--- config.mk ---
export PLATFORM = sky130hd
export DESIGN_NAME = jtag_test_ctrl
export DESIGN_NICKNAME = d
export VERILOG_FILES = /design/src/rtl/jtag_tc_pkg.sv /design/src/rtl/jtag_tc_ctrl.sv /design/src/rtl/jtag_tc_dp.sv /design/src/rtl/jtag_test_ctrl.sv
export SDC_FILE = /design/constraint.sdc
export NUM_CORES = 1
export LEC_CHECK = 0
export ABC_CLOCK_PERIOD_IN_PS = 1200
export BUFFER_PORTS_ARGS = -buffer_cell sky130_fd_sc_hd__buf_2
export CAP_MARGIN = 20
export CORE_UTILIZATION = 42
export DETAILED_ROUTE_END_ITERATION = 8
export PLACE_DENSITY = 0.78
export SETUP_SLACK_MARGIN = 0.5
export SYNTH_ARGS = -nofsm -noshare
export SYNTH_HDL_FRONTEND = slang
export SYNTH_SLANG_ARGS = --single-unit
export TNS_END_PERCENT = 50
--- constraint.sdc ---
create_clock -name tck -period 1.2 [get_ports tck]
set_input_delay 0.24 -clock tck [delete_from_list [all_inputs] [get_ports tck]]
set_output_delay 0.24 -clock tck [all_outputs]
set_load 0.01 [all_outputs]
--- src/rtl/jtag_tc_pkg.sv ---
package jtag_tc_pkg;

  typedef enum logic [2:0] {
    INS_BYPASS,
    INS_EXTEST,
    INS_SAMPLE,
    INS_HIGHZ,
    INS_CLAMP,
    INS_TESTCTRL
  } instr_e;

  // strobes passed from control to datapath
  typedef struct packed {
    logic capture;
    logic shift;
    logic updDr;
    logic selBsr;
    logic selTestCtrl;
  } dpCtl_t;

endpackage

--- src/rtl/jtag_tc_ctrl.sv ---
module jtag_tc_ctrl
  import jtag_tc_pkg::*;
#(
  parameter int IR_W = 4,
  parameter logic [IR_W-1:0] OP_EXTEST   = 'h0,
  parameter logic [IR_W-1:0] OP_SAMPLE   = 'h1,
  parameter logic [IR_W-1:0] OP_HIGHZ    = 'h9,
  parameter logic [IR_W-1:0] OP_CLAMP    = 'hC,
  parameter logic [IR_W-1:0] OP_TESTCTRL = 'hD
) (
  input  logic            tck,
  input  logic            rstN,
  input  logic            tapReset,
  input  logic            captureDr,
  input  logic            shiftDr,
  input  logic            updateDr,
  input  logic            updateIr,
  input  logic [IR_W-1:0] irValue,
  output dpCtl_t          dpCtl,
  output logic            bsrSelect,
  output logic            bsrUpdateEn,
  output logic            padBsrDrive,
  output logic            padDirFromBsr,
  output logic            padHiz,
  output logic            sysRstReq
);

  localparam logic [IR_W-1:0] OP_ALLONES = '1;

  instr_e instrQ;
  instr_e instrNext;

  // opcode decode; all-ones and unknown codes fall back to bypass
  always_comb begin
    if (irValue == OP_ALLONES)          instrNext = INS_BYPASS;
    else if (irValue == OP_EXTEST)      instrNext = INS_EXTEST;
    else if (irValue == OP_SAMPLE)      instrNext = INS_SAMPLE;
    else if (irValue == OP_HIGHZ)       instrNext = INS_HIGHZ;
    else if (irValue == OP_CLAMP)       instrNext = INS_CLAMP;
    else if (irValue == OP_TESTCTRL)    instrNext = INS_TESTCTRL;
    else                                instrNext = INS_BYPASS;
  end

  logic nextBsrSel, nextBsrDrive, nextDir, nextHiz, nextRst;

  always_comb begin
    nextBsrSel   = (instrNext == INS_EXTEST) || (instrNext == INS_SAMPLE);
    nextBsrDrive = (instrNext == INS_EXTEST) || (instrNext == INS_CLAMP);
    nextDir      = (instrNext == INS_EXTEST) || (instrNext == INS_CLAMP);
    nextHiz      = (instrNext == INS_HIGHZ);
    nextRst      = (instrNext == INS_EXTEST) || (instrNext == INS_HIGHZ) ||
                   (instrNext == INS_CLAMP);
  end

  // decode and pad controls move only on the falling edge
  always_ff @(negedge tck or negedge rstN) begin
    if (!rstN) begin
      instrQ        <= INS_BYPASS;
      bsrSelect     <= 1'b0;
      padBsrDrive   <= 1'b0;
      padDirFromBsr <= 1'b0;
      padHiz        <= 1'b0;
      sysRstReq     <= 1'b0;
    end else if (tapReset) begin
      instrQ        <= INS_BYPASS;
      bsrSelect     <= 1'b0;
      padBsrDrive   <= 1'b0;
      padDirFromBsr <= 1'b0;
      padHiz        <= 1'b0;
      sysRstReq     <= 1'b0;
    end else if (updateIr) begin
      instrQ        <= instrNext;
      bsrSelect     <= nextBsrSel;
      padBsrDrive   <= nextBsrDrive;
      padDirFromBsr <= nextDir;
      padHiz        <= nextHiz;
      sysRstReq     <= nextRst;
    end
  end

  always_ff @(negedge tck or negedge rstN) begin
    if (!rstN)         bsrUpdateEn <= 1'b0;
    else if (tapReset) bsrUpdateEn <= 1'b0;
    else               bsrUpdateEn <= updateDr && bsrSelect;
  end

  always_comb begin
    dpCtl.capture     = captureDr;
    dpCtl.shift       = shiftDr;
    dpCtl.updDr       = updateDr;
    dpCtl.selBsr      = bsrSelect;
    dpCtl.selTestCtrl = (instrQ == INS_TESTCTRL);
  end

endmodule

--- src/rtl/jtag_tc_dp.sv ---
module jtag_tc_dp
  import jtag_tc_pkg::*;
(
  input  logic   tck,
  input  logic   rstN,
  input  logic   tapReset,
  input  dpCtl_t dpCtl,
  input  logic   shiftIr,
  input  logic   tdi,
  input  logic   irTdo,
  input  logic   bsrScanOut,
  output logic   tdo,
  output logic   tdoEn,
  output logic   testCtrlHold
);

  logic bypassQ;
  logic tcShiftQ;
  logic selBypass;
  logic serialOut;
  logic anyShift;

  assign selBypass = !dpCtl.selBsr && !dpCtl.selTestCtrl;
  assign anyShift  = dpCtl.shift || shiftIr;

  // rising-edge shift stages
  always_ff @(posedge tck or negedge rstN) begin
    if (!rstN) begin
      bypassQ  <= 1'b0;
      tcShiftQ <= 1'b0;
    end else begin
      if (selBypass) begin
        if (dpCtl.capture)    bypassQ <= 1'b0;
        else if (dpCtl.shift) bypassQ <= tdi;
      end
      if (dpCtl.selTestCtrl) begin
        if (dpCtl.capture)    tcShiftQ <= testCtrlHold;
        else if (dpCtl.shift) tcShiftQ <= tdi;
      end
    end
  end

  // parallel hold of the test-control bit
  always_ff @(negedge tck or negedge rstN) begin
    if (!rstN)                                    testCtrlHold <= 1'b0;
    else if (tapReset)                            testCtrlHold <= 1'b0;
    else if (dpCtl.updDr && dpCtl.selTestCtrl)    testCtrlHold <= tcShiftQ;
  end

  always_comb begin
    if (shiftIr)                serialOut = irTdo;
    else if (dpCtl.selBsr)      serialOut = bsrScanOut;
    else if (dpCtl.selTestCtrl) serialOut = tcShiftQ;
    else                        serialOut = bypassQ;
  end

  always_ff @(negedge tck or negedge rstN) begin
    if (!rstN) begin
      tdo   <= 1'b0;
      tdoEn <= 1'b0;
    end else begin
      tdoEn <= anyShift;
      if (anyShift) tdo <= serialOut;
    end
  end

endmodule

--- src/rtl/jtag_test_ctrl.sv ---
module jtag_test_ctrl
  import jtag_tc_pkg::*;
#(
  parameter int IR_W = 4,
  parameter logic [IR_W-1:0] OP_EXTEST   = 'h0,
  parameter logic [IR_W-1:0] OP_SAMPLE   = 'h1,
  parameter logic [IR_W-1:0] OP_HIGHZ    = 'h9,
  parameter logic [IR_W-1:0] OP_CLAMP    = 'hC,
  parameter logic [IR_W-1:0] OP_TESTCTRL = 'hD
) (
  input  logic            tck,
  input  logic            rstN,
  input  logic            tapReset,
  input  logic            captureDr,
  input  logic            shiftDr,
  input  logic            updateDr,
  input  logic            shiftIr,
  input  logic            updateIr,
  input  logic [IR_W-1:0] irValue,
  input  logic            tdi,
  input  logic            irTdo,
  input  logic            bsrScanOut,
  output logic            tdo,
  output logic            tdoEn,
  output logic            bsrSelect,
  output logic            bsrUpdateEn,
  output logic            padBsrDrive,
  output logic            padDirFromBsr,
  output logic            padHiz,
  output logic            sysRstReq,
  output logic            testCtrlHold
);

  dpCtl_t dpCtl;

  jtag_tc_ctrl #(
    .IR_W(IR_W), .OP_EXTEST(OP_EXTEST), .OP_SAMPLE(OP_SAMPLE),
    .OP_HIGHZ(OP_HIGHZ), .OP_CLAMP(OP_CLAMP), .OP_TESTCTRL(OP_TESTCTRL)
  ) u_ctrl (
    .tck(tck), .rstN(rstN), .tapReset(tapReset), .captureDr(captureDr),
    .shiftDr(shiftDr), .updateDr(updateDr), .updateIr(updateIr),
    .irValue(irValue), .dpCtl(dpCtl), .bsrSelect(bsrSelect),
    .bsrUpdateEn(bsrUpdateEn), .padBsrDrive(padBsrDrive),
    .padDirFromBsr(padDirFromBsr), .padHiz(padHiz), .sysRstReq(sysRstReq)
  );

  jtag_tc_dp u_dp (
    .tck(tck), .rstN(rstN), .tapReset(tapReset), .dpCtl(dpCtl),
    .shiftIr(shiftIr), .tdi(tdi), .irTdo(irTdo), .bsrScanOut(bsrScanOut),
    .tdo(tdo), .tdoEn(tdoEn), .testCtrlHold(testCtrlHold)
  );

endmodule

Word-level counts from Yosys, hierarchy flattened
Index checks and enable logic that the tools add are counted.
{"block": "word_totals", "regBits": 13, "output_inout_bits": 9, "word_cells": 62}
{"block": "op_classes", "eq_ne": 10, "reduce_logical": 16, "n_mux": 25}
{"cell": "two-way mux 3 bit", "n": 8}
{"cell": "two-way mux 1 bit", "n": 17}
{"cell": "equality test 4 bit (second input constant)", "n": 4}
{"cell": "equality test 3 x 2 -> 1 bit (second input constant)", "n": 2}
{"cell": "equality test 3 bit (second input constant)", "n": 2}
{"cell": "nonzero test 2 bit", "n": 3}
{"cell": "logical OR 1 bit", "n": 5}
{"cell": "equality test 4 x 1 -> 1 bit (second input constant)", "n": 1}
{"cell": "logical NOT 4 bit", "n": 1}
{"cell": "AND reduction 2 bit", "n": 2}
{"cell": "equality test 3 x 1 -> 1 bit (second input constant)", "n": 1}
{"cell": "logical AND 1 bit", "n": 3}
{"cell": "logical NOT 1 bit", "n": 2}

Depth between registers and ports, before layout
Gate-level depths: netlist of the first run.
{"block": "logic_depth", "ltp_word": 12, "ltp_mapped": 4, "ltp_nobuf": 3}

Cells and area by module
Synthesis of the first run repeated with hierarchy kept, for this count alone.
{"block": "unflattened", "cells_unflattened": 71, "hier_area_um2": 679.4}
{"mod": "jtag_tc_ctrl", "cells_each": 44, "seq_area_each_um2": 200.2, "area_per_inst_um2": 406.6, "n_inst": 1}
{"mod": "jtag_tc_dp", "cells_each": 27, "seq_area_each_um2": 125.1, "area_per_inst_um2": 272.8, "n_inst": 1}

==> summary.md, run 1 <==
| Metric | Value |
|---|---|
| Crit-path cells | `and3b_2 > o32a_1 > o21ai_2` |
| Post-synth EDFFs | `0` |
| Maxcap violations | `0` |
| Min-Delay Path Class | `in -> reg` |
| Setup crit end kind | `register` |
| TritonCTS clock tree | `done` |
| Slew headroom | `a little over four fifths` |
| Post-layout nets | `128` |
| # port buffers | `23` |
| Antenna violations before repair | `0` |
| Synth Area in Compound Gates | `16.5%` |
| Diode count | `0` |
| Overall Global Routing Usage | `about a fifth` |
| Layout cells sized above 1 | `54.5%` |
| Combinational power share | `21.5%` |
| Vias per cell | `5.38` |
| Worst path arrival time | `1990 ps` |
| Placed Cells | `117` |
| Most area-consuming cells after synthesis | `dfrtn_1 (41%), dfrtp_1 (7.5%), nor2_1 (4.5%)` |
| DRC violations left | `0` |
| Hold Slack | `around 180 ps` |
| Net Sw Frac | `26.3%` |
| Post-synth top flop | `dfrtn_1` |
| Std cell rows | `14` |
| Core area | `1490 sq um` |
| CTS Buffer Depth | `2` |
| Hold Startpoint | `captureDr` |
| Setup Crit Path Kind | `reg -> reg` |
| Register area share after synthesis | `between 40% and 50%` |
| Final setup viols | `15` |
| Final std cells w/o fill | `128` |
| Post-synth cell types | `29` |
| Xor/xnor share of the synthesized area | `~2.6%` |
| Placed Area | `906 sq um` |
| Via Count | `689` |
| Number of top-level pins | `24` |
| Num CTS Buffers | `3` |
| Mean post-synth cell area | `9.81 sq um` |
| Die H | `41.8 um` |
| Worst path slowest cell | `dfrtn_1` |
| WP buf/inv | `0` |
| Drt total wl | `1760 um` |
| Synth area leader | `dfrtn_1` |
| Cells after synthesis | `68` |
| Leakage | `~0.55 nW` |
| Post-synth ARST share | `between 90% and 100%` |
| Reg2Reg Setup Slack | `-580 ps` |
| Vias in the first global route | `between 600 and 700` |
| Power share of the clock group | `between 20 and 30%` |
| Seq cells post-synth | `13` |
| Post-synthesis mux area share | `5.25%` |
| Final ANT Viol Nets | `0` |
| First-pass GRT wire length | `2440 um` |
| Syn_nets | `83` |
| Worst Hold Path EP | `u_dp.bypassQ` |
| Top delay family on crit path | `flip-flops` |
| R2R Path Start | `u_ctrl.instrQ[1]` |
| VDD IR max | `0.511 mV` |
| Fin Clk Skew | `3.89 ps` |
| RSZ-0062 raised after global routing | `yes` |
| Starting DRC count in detailed routing | `14` |
| Fin. Hold Viols | `0` |
| Post-Syn Area | `667 sq um` |
| Crit start category | `register` |
| Largest net degree at the start of global routing | `13` |
| Critical Path Max Stage Delay | `between 400 and 500 ps` |
| Avg WL per Cell | `13.8 um` |
| Sequential Power Share | `49.0%` |
| Detailed Routing Iterations Pass 1 | `4` |
| Skew-Pair Late Insertion Delay | `between 200 and 300 ps` |
| Largest family of logic cells by synthesized area | `simple AND/OR/NAND/NOR gates` |
| DIE AREA | `~1800 sq um` |
| CTS sink cnt | `13` |
| Placer Congestion | `0.812` |
| Power density cells | `873 nW/um^2` |
| Synth Warn # | `0` |
| Top cell type's share of synthesized area | `between 40% and 50%` |
| Layout area overhead | `61.9%` |
| Power Total | `approximately 0.94 mW` |
| Clock-pin slew on the worst setup and hold paths | `80 ps` |
| Post-synthesis simple-gate area fraction | `20.5%` |
| Global route overflow | `0` |
| Worst R2R Path Depth | `3` |
| Power Internal | `0.695 mW` |
| Switch Pwr | `~0.25 mW` |
| Final HPWL from detailed placement | `1170 um` |
| CP required | `1410 ps` |
| Die width | `between 40 and 50 um` |
| Worst slew pin tran | `227 ps` |
| Clk Tree Root Cell | `clkbuf_4` |
| Min-Delay Path Depth | `2` |
| Starting density of the core | `44.8%` |
| CP max FO | `5` |
| Adder-Cell Fraction of Synth Area | `0%` |
| Design Area, Final | `1080 sq um` |
| Failing checks | `negative setup slack` |
| H-Tree Depth | `1` |
| Fillers | `110` |
| Final Max Tran Viols | `0` |
| Final WS setup | `-581 ps` |
| R2R Path End | `u_dp.bypassQ` |
| Status | `finished with violations` |
state kept, by name (all words and copies together), names as in the netlist:
signal / cells
u_ctrl.instrQ: 3
u_ctrl.padBsrDrive: 1
u_dp.tdo: 1
u_dp.tdoEn: 1
u_ctrl.bsrSelect: 1
u_dp.tcShiftQ: 1
u_ctrl.sysRstReq: 1
u_dp.testCtrlHold: 1
u_dp.bypassQ: 1
u_ctrl.bsrUpdateEn: 1
u_ctrl.padHiz: 1
layout make-up:
cell class	instances	area, sq um	area share, %
clock buffers	4	26.3	2.43
flip-flops and latches	13	325	30.1
inverters	3	11.3	1.04
repair buffers	45	342	31.6
multi-input cells	47	355	32.9
well taps	16	20.0	1.85
power groups by stage:
stage | clock network (mW) | logic [mW] | registers, mW
detailed placement | 0 | 0.155 | 0.470
global route | 0.303 | 0.218 | 0.463
floorplan | 0 | 0.0813 | 0.474
global placement | 0 | 0.150 | 0.468
finish | 0.279 | 0.202 | 0.462
CTS | 0.283 | 0.177 | 0.461
stage by stage:
stage	utilization [%]	setup slack, ps	TNS, ps
final	72.5	-581	-5870
after global routing	72.5	-623	-6260
after CTS	66.7	-564	-5820
after detailed placement	60.8	-562	-5480
after global placement	60.8	-471	-5070
after floorplan	-	-537	-3080
placed cells by master (no fill, tap or decap), drive strengths merged, types with 3 or more instances in the layout:
master,n
nand2,6
nand3b,3
o21ai,5
inv,3
dfrtn,11
buf,43
clkbuf,5
a21oi,3
nor2,8
how the worst max path moves through the flow:
stage | from | to | cells after the start
3_5_place_dp | u_ctrl.instrQ[1] | u_dp.bypassQ | 3
2_1_floorplan | u_ctrl.instrQ[1] | u_dp.bypassQ | 4
4_1_cts | u_ctrl.instrQ[1] | u_dp.bypassQ | 3
5_1_grt | u_ctrl.instrQ[1] | u_dp.bypassQ | 3
3_3_place_gp | u_ctrl.instrQ[1] | u_dp.bypassQ | 3
6_report | u_ctrl.instrQ[1] | u_dp.bypassQ | 3
per-layer routing:
metal,track usage [%],up-vias,routed length [um]
li1,-,325,-
met1,22.2,333,688
met2,32.8,27,979
met3,3.91,4,74
met4,10.3,0,20
met5,0,-,0
timing repair:
item | 4_1_cts | 5_1_grt
hold buffers | 1 | 0
pin swaps | 4 | 5
setup buffers | 3 | 3
resized for setup | 8 | 19
endpoints found under the hold margin | 2 | 0
endpoints found under the setup margin | 22 | 24
gates cloned | 0 | 0
worst register-to-register path, cell delays in order (launching register included):
cell	delay (ps)
dfrtn_1	430
and3b_2	250
o32a_1	310
o21ai_2	130
synth_stat cells (all sizes together), types with 2 or more instances:
cell,count
o21ai,5
xor2,2
nor3,2
and3b,2
nand3b,3
buf,3
clkbuf,2
dfrtp,2
nand2b,2
nor2,8
mux2i,2
a21oi,3
inv,3
o31ai,2
dfrtn,11
nand2,6
cells by family (layout without fill, tap and decap cells):
group                     after synthesis  after routing
muxes                                   3              3
AOI/OAI and AO/OA                      16             16
buffers and inverters                   8             52
and+or+nand+nor                        26             26
xor gates and xnor gates                2              2
DFF                                    13             13
(Power assumes the default switching activity.)
==> run 2, diff against run 1 <==
--- a/config.mk
+++ b/config.mk
@@ -8,6 +8,7 @@
 export ABC_CLOCK_PERIOD_IN_PS = 1200
 export BUFFER_PORTS_ARGS = -buffer_cell sky130_fd_sc_hd__buf_2
 export CAP_MARGIN = 20
+export CORE_MARGIN = 2
 export CORE_UTILIZATION = 42
 export DETAILED_ROUTE_END_ITERATION = 8
 export PLACE_DENSITY = 0.78
==> summary.md, run 2 (synthesis results as in run 1) <==
| Metric | Value |
|---|---|
| Clk Tree Root Cell | `clkbuf_4` |
| Antenna violations before repair | `0 (unchanged)` |
| Skew-Pair Late Insertion Delay | `280 ps (about the same)` |
| Clock-pin slew on the worst setup and hold paths | `90 ps (about the same)` |
| RSZ-0062 raised after global routing | `yes` |
| Largest net degree at the start of global routing | `13 (unchanged)` |
| Critical Path Max Stage Delay | `410 ps (-20 ps)` |
| Drt total wl | `1650 um (-6.3%)` |
| TritonCTS clock tree | `done` |
| Final Max Tran Viols | `0 (unchanged)` |
| Power density cells | `875 nW/um^2 (+0.20%)` |
| Fillers | `107 (-2.7%)` |
| Starting DRC count in detailed routing | `26 (+12)` |
| Core area | `1490 sq um (unchanged)` |
| CP required | `1400 ps (about the same)` |
| Detailed Routing Iterations Pass 1 | `5 (+1)` |
| Crit path launch | `u_ctrl.instrQ[1]` |
| Fin. Hold Viols | `0 (unchanged)` |
| CTS Buffer Depth | `2 (unchanged)` |
| Layout cells sized above 1 | `53.6% (-0.89 points)` |
| Num CTS Buffers | `3 (unchanged)` |
| Worst path slowest cell | `dfrtn_1` |
| Final HPWL from detailed placement | `1130 um (-3.8%)` |
| Placer Congestion | `0.816 (+0.48%)` |
| CTS sink cnt | `13 (unchanged)` |
| Avg WL per Cell | `12.9 um (-6.3%)` |
| Setup Crit Path Kind | `reg -> reg` |
| Final setup viols | `16 (+1)` |
| Post-layout nets | `128 (unchanged)` |
| DIE AREA | `1920 sq um (+9.8%)` |
| Std cell rows | `14 (unchanged)` |
| Most flops, register | `u_ctrl.instrQ` |
| CP max FO | `5 (unchanged)` |
| Status | `finished with violations` |
| Fin Clk Skew | `6.96 ps (+3.07 ps)` |
| Number of top-level pins | `24 (unchanged)` |
| VDD IR max | `0.791 mV (+55%)` |
| Hold Slack | `186 ps (+8.96 ps)` |
| First-pass GRT wire length | `2630 um (+7.6%)` |
| Global route overflow | `0 (unchanged)` |
| Layout area overhead | `58.7%` |
| Setup crit end kind | `register` |
| Vias per cell | `5.20 (-3.3%)` |
| Leakage | `0.538 nW (-1.5%)` |
| H-Tree Depth | `1 (unchanged)` |
| Post-layout util | `71.1% (-1.4 points)` |
| DRC violations left | `0 (unchanged)` |
| Crit-path cells | `and3b_2 > o32a_1 > o21ai_1` |
| Die width | `43.8 um (+4.8%)` |
| Diode count | `0 (unchanged)` |
| Overall Global Routing Usage | `18.7% (-0.50 points)` |
| Via Count | `666 (-3.3%)` |
| Final WS setup | `-563 ps (+18.4 ps)` |
| Largest register FFs | `3 (unchanged)` |
| Final ANT Viol Nets | `0 (unchanged)` |
| Failing checks | `negative setup slack` |
| Worst path arrival time | `1960 ps (-30 ps)` |
| Slew headroom | `82.1% (-2.7 points)` |
| Hold Startpoint | `captureDr` |
| Vias in the first global route | `595 (-2.6%)` |
| Worst slew pin tran | `269 ps (+42.1 ps)` |
| Most frequent cells in the layout | `buf_2 (18), buf_4 (18), dfrtn_1 (11)` |
| R2R Path Start | `u_ctrl.instrQ[1]` |
| Crit start category | `register` |
| # port buffers | `23 (unchanged)` |
| WP buf/inv | `0 (unchanged)` |
| Top delay family on crit path | `compound AO/OA/AOI/OAI gates` |
| Die H | `43.8 um (+4.8%)` |
| Maxcap violations | `0 (unchanged)` |
| Starting density of the core | `44.8% (unchanged)` |
| Min-Delay Path Class | `in -> reg` |
-- run 2: per-layer routing --
metal  routed length (um)  vias to the layer above  part of all wire, %  GRT usage [%]
met4                    0                        0                    0           3.64
li1                     -                      324                    -              -
met3                   79                        0                  4.8           6.67
met2                  834                       20                   50           29.4
met5                    0                        -                    0              0
met1                  738                      322                   45           24.9
-- run 2: what timing repair did --
| item | CTS | global route |
|---|---|---|
| pin swaps | 5 | 4 |
| resized for setup | 12 | 6 |
| buffers inserted | 3 | 2 |
| hold endpoints to repair | 2 | 0 |
| hold buffers | 1 | 0 |
| setup endpoints to repair | 22 | 22 |
-- run 2: layout make-up --
cell class                 instances  area, sq um  area share [%]
clock buffer                       4         26.3            2.48
inverter                           3         11.3            1.06
multi-input combinational         47          347            32.7
sequential                        13          325            30.7
tap                               16         20.0            1.89
timing repair buffer              45          329            31.1
-- run 2: power breakdown --
part	leakage, nW	switching (mW)	internal [mW]
clock	0.0150	0.149	0.129
sequential	0.174	0.00630	0.454
combinational	0.348	0.0863	0.102
total	0.538	0.242	0.685
-- run 2: metrics by stage --
stage	setup slack [ps]	power [mW]	std cells	TNS, ps	area [sq um]
final	-563	0.926	128	-5710	1060
after global routing	-595	0.984	128	-6320	1060
after CTS	-564	0.913	126	-5720	1020
after detailed placement	-531	0.624	118	-5440	913
after global placement	-474	0.621	118	-5250	913
after floorplan	-537	0.555	68	-3080	746
-- run 2: worst register-to-register path: stages (launching register included) --
cell and delay [ps]:
dfrtn_1 410, and3b_2 250, o32a_1 300, o21ai_1 130
-- run 2: worst paths after layout --
path | depth (start not counted) | to | slack, ps
max in group asynchronous | 2 | u_dp.tcShiftQ | 560
hold reg to reg | 2 | u_ctrl.instrQ[0] | 470
setup / recovery | 3 | u_dp.bypassQ | -560
min in group asynchronous | 1 | u_ctrl.padHiz | 310
hold / removal | 2 | u_dp.bypassQ | 190
setup reg to reg | 3 | u_dp.bypassQ | -560
==> run 3, diff against run 2 <==
--- a/config.mk
+++ b/config.mk
@@ -8,7 +8,7 @@
 export ABC_CLOCK_PERIOD_IN_PS = 1200
 export BUFFER_PORTS_ARGS = -buffer_cell sky130_fd_sc_hd__buf_2
 export CAP_MARGIN = 20
-export CORE_MARGIN = 2
+export CORE_MARGIN = 5
 export CORE_UTILIZATION = 42
 export DETAILED_ROUTE_END_ITERATION = 8
 export PLACE_DENSITY = 0.78
==> summary.md, run 3 (synthesis results as in run 1) <==
| Metric | Value |
|---|---|
| Global route overflow | `0 (unchanged)` |
| VDD IR max | `0.583 mV (-26%)` |
| Post-layout nets | `132 (+3.1%)` |
| Overall Global Routing Usage | `15.6% (-3.1 points)` |
| Power density cells | `808 nW/um^2 (-7.6%)` |
| Fillers | `98 (-8.4%)` |
| Final ANT Viol Nets | `0 (unchanged)` |
| H-Tree Depth | `1 (unchanged)` |
| Maxcap violations | `0 (unchanged)` |
| CP required | `1410 ps (about the same)` |
| Setup crit end kind | `register` |
| Num CTS Buffers | `3 (unchanged)` |
| Worst path arrival time | `1930 ps (-30 ps)` |
| Fin. Hold Viols | `0 (unchanged)` |
| CTS Buffer Depth | `2 (unchanged)` |
| Antenna violations before repair | `0 (unchanged)` |
| Fin Clk Skew | `6.25 ps (-0.710 ps)` |
| Die H | `49.8 um (+14%)` |
| Final HPWL from detailed placement | `1260 um (+11%)` |
| Final Max Tran Viols | `0 (unchanged)` |
| Setup Crit Path Kind | `reg -> reg` |
| Design Area, Final | `1160 sq um (+9.7%)` |
| Starting DRC count in detailed routing | `5 (-81%)` |
| CP max FO | `5 (unchanged)` |
| Diode count | `0 (unchanged)` |
| # port buffers | `23 (unchanged)` |
| Drt total wl | `1770 um (+6.8%)` |
| Power Total | `0.938 mW (+1.3%)` |
| Via Count | `686 (+3.0%)` |
| Slew headroom | `82.7% (+0.63 points)` |
| Final setup viols | `14 (-2)` |
| Core area | `1510 sq um (+1.2%)` |
| RSZ-0062 raised after global routing | `yes` |
| CTS sink cnt | `13 (unchanged)` |
| Leakage | `0.581 nW (+8.0%)` |
| Commonest non-fill, non-tap cell in the layout | `buf_4` |
| Detailed Routing Iterations Pass 1 | `4 (-1)` |
| Placed Area | `921 sq um (+0.82%)` |
| Failing checks | `negative setup slack` |
| Status | `finished with violations` |
| Layout cells sized above 1 | `56.9% (+3.3 points)` |
| Number of top-level pins | `24 (unchanged)` |
| Crit start category | `register` |
| Clk Tree Root Cell | `clkbuf_4` |
| Vias in the first global route | `709 (+19%)` |
| Most frequent cells in the layout | `buf_4 (19), buf_2 (15), dfrtn_1 (11)` |
| Starting density of the core | `44.3% (-0.52 points)` |
| Most flops, register | `u_ctrl.instrQ` |
| Vias per cell | `5.20 (-0.12%)` |
| Min-Delay Path Class | `in -> reg` |
| First-pass GRT wire length | `2950 um (+12%)` |
| Std cell rows | `14 (unchanged)` |
| Worst slew pin tran | `259 ps (-9.49 ps)` |
| Largest net degree at the start of global routing | `13 (unchanged)` |
| Placer Congestion | `0.717 (-12%)` |
| DIE AREA | `2480 sq um (+29%)` |
| Avg WL per Cell | `13.4 um (+3.6%)` |
| Skew-Pair Late Insertion Delay | `280 ps (about the same)` |
| TritonCTS clock tree | `done` |
| Die width | `49.8 um (+14%)` |
| Layout area overhead | `74.1%` |
| Largest register FFs | `3 (unchanged)` |
| DRC violations left | `0 (unchanged)` |
| Final WS setup | `-521 ps (+41.3 ps)` |
| Clock-pin slew on the worst setup and hold paths | `80 ps (about the same)` |
| Hold Slack | `176 ps (-10.5 ps)` |
run 3: changes by cell type in the layout (fill, tap and decap cells not counted), moves of 2 or more:
cell and change:
buf_2 -3, nor2_4 +2, buf_6 +4, buf_8 +2
run 3: repair_timing:
action | 4_1_cts | 5_1_grt
hold endpoints to repair | 2 | 0
hold buffers | 1 | 0
endpoints found under the setup margin | 22 | 22
gates resized for setup | 24 | 13
setup buffers | 5 | 3
gates cloned | 0 | 0
pin swaps | 10 | 10
run 3: layer usage:
metal	vias to the layer above	wire length [um]	track usage (%)
met3	2	107	7.23
li1	336	-	-
met2	16	978	27.8
met5	-	0	0
met4	0	4	4.37
met1	332	675	16.0
run 3: path summary, 6_finish.rpt:
path                             startpoint                to  slack, ps  depth (start not counted)
min reg2reg                u_ctrl.sysRstReq  u_ctrl.sysRstReq        450                          1
max reg2reg                u_ctrl.instrQ[1]      u_dp.bypassQ       -520                          3
max in group asynchronous              rstN      u_dp.bypassQ        550                          2
min                               captureDr      u_dp.bypassQ        180                          2
min in group asynchronous              rstN     u_ctrl.padHiz        300                          1
max                        u_ctrl.instrQ[1]      u_dp.bypassQ       -520                          3
run 3: critical path, stage by stage, from the launching register on:
cell and delay [ps]:
dfrtn_1 400, and3b_2 240, o32a_1 290, o21ai_1 120
run 3: power breakdown:
group          switching (mW)  internal (mW)  total [mW]
registers             0.00644          0.454       0.461
clock network           0.135          0.129       0.264
logic                  0.0919          0.122       0.214
total                   0.234          0.705       0.938
run 3: area by class of cell:
| cell class | count | area [sq um] | area share, % |
|---|---|---|---|
| inverter | 3 | 11.3 | 0.970 |
| clock buffer | 4 | 26.3 | 2.26 |
| multi-input combinational | 47 | 369 | 31.8 |
| timing repair buffer | 49 | 409 | 35.2 |
| sequential | 13 | 325 | 28.0 |
| tap | 16 | 20.0 | 1.72 |
run 3: through the flow:
step | cells | worst slack, ps | TNS (ps) | util (%)
floorplan | 68 | -537 | -3080 | -
global placement | 119 | -480 | -5070 | 61.1
detailed placement | 119 | -529 | -5320 | 61.1
CTS | 129 | -518 | -5670 | 71.9
global route | 132 | -545 | -6140 | 77.1
finish | 132 | -521 | -5530 | 77.1
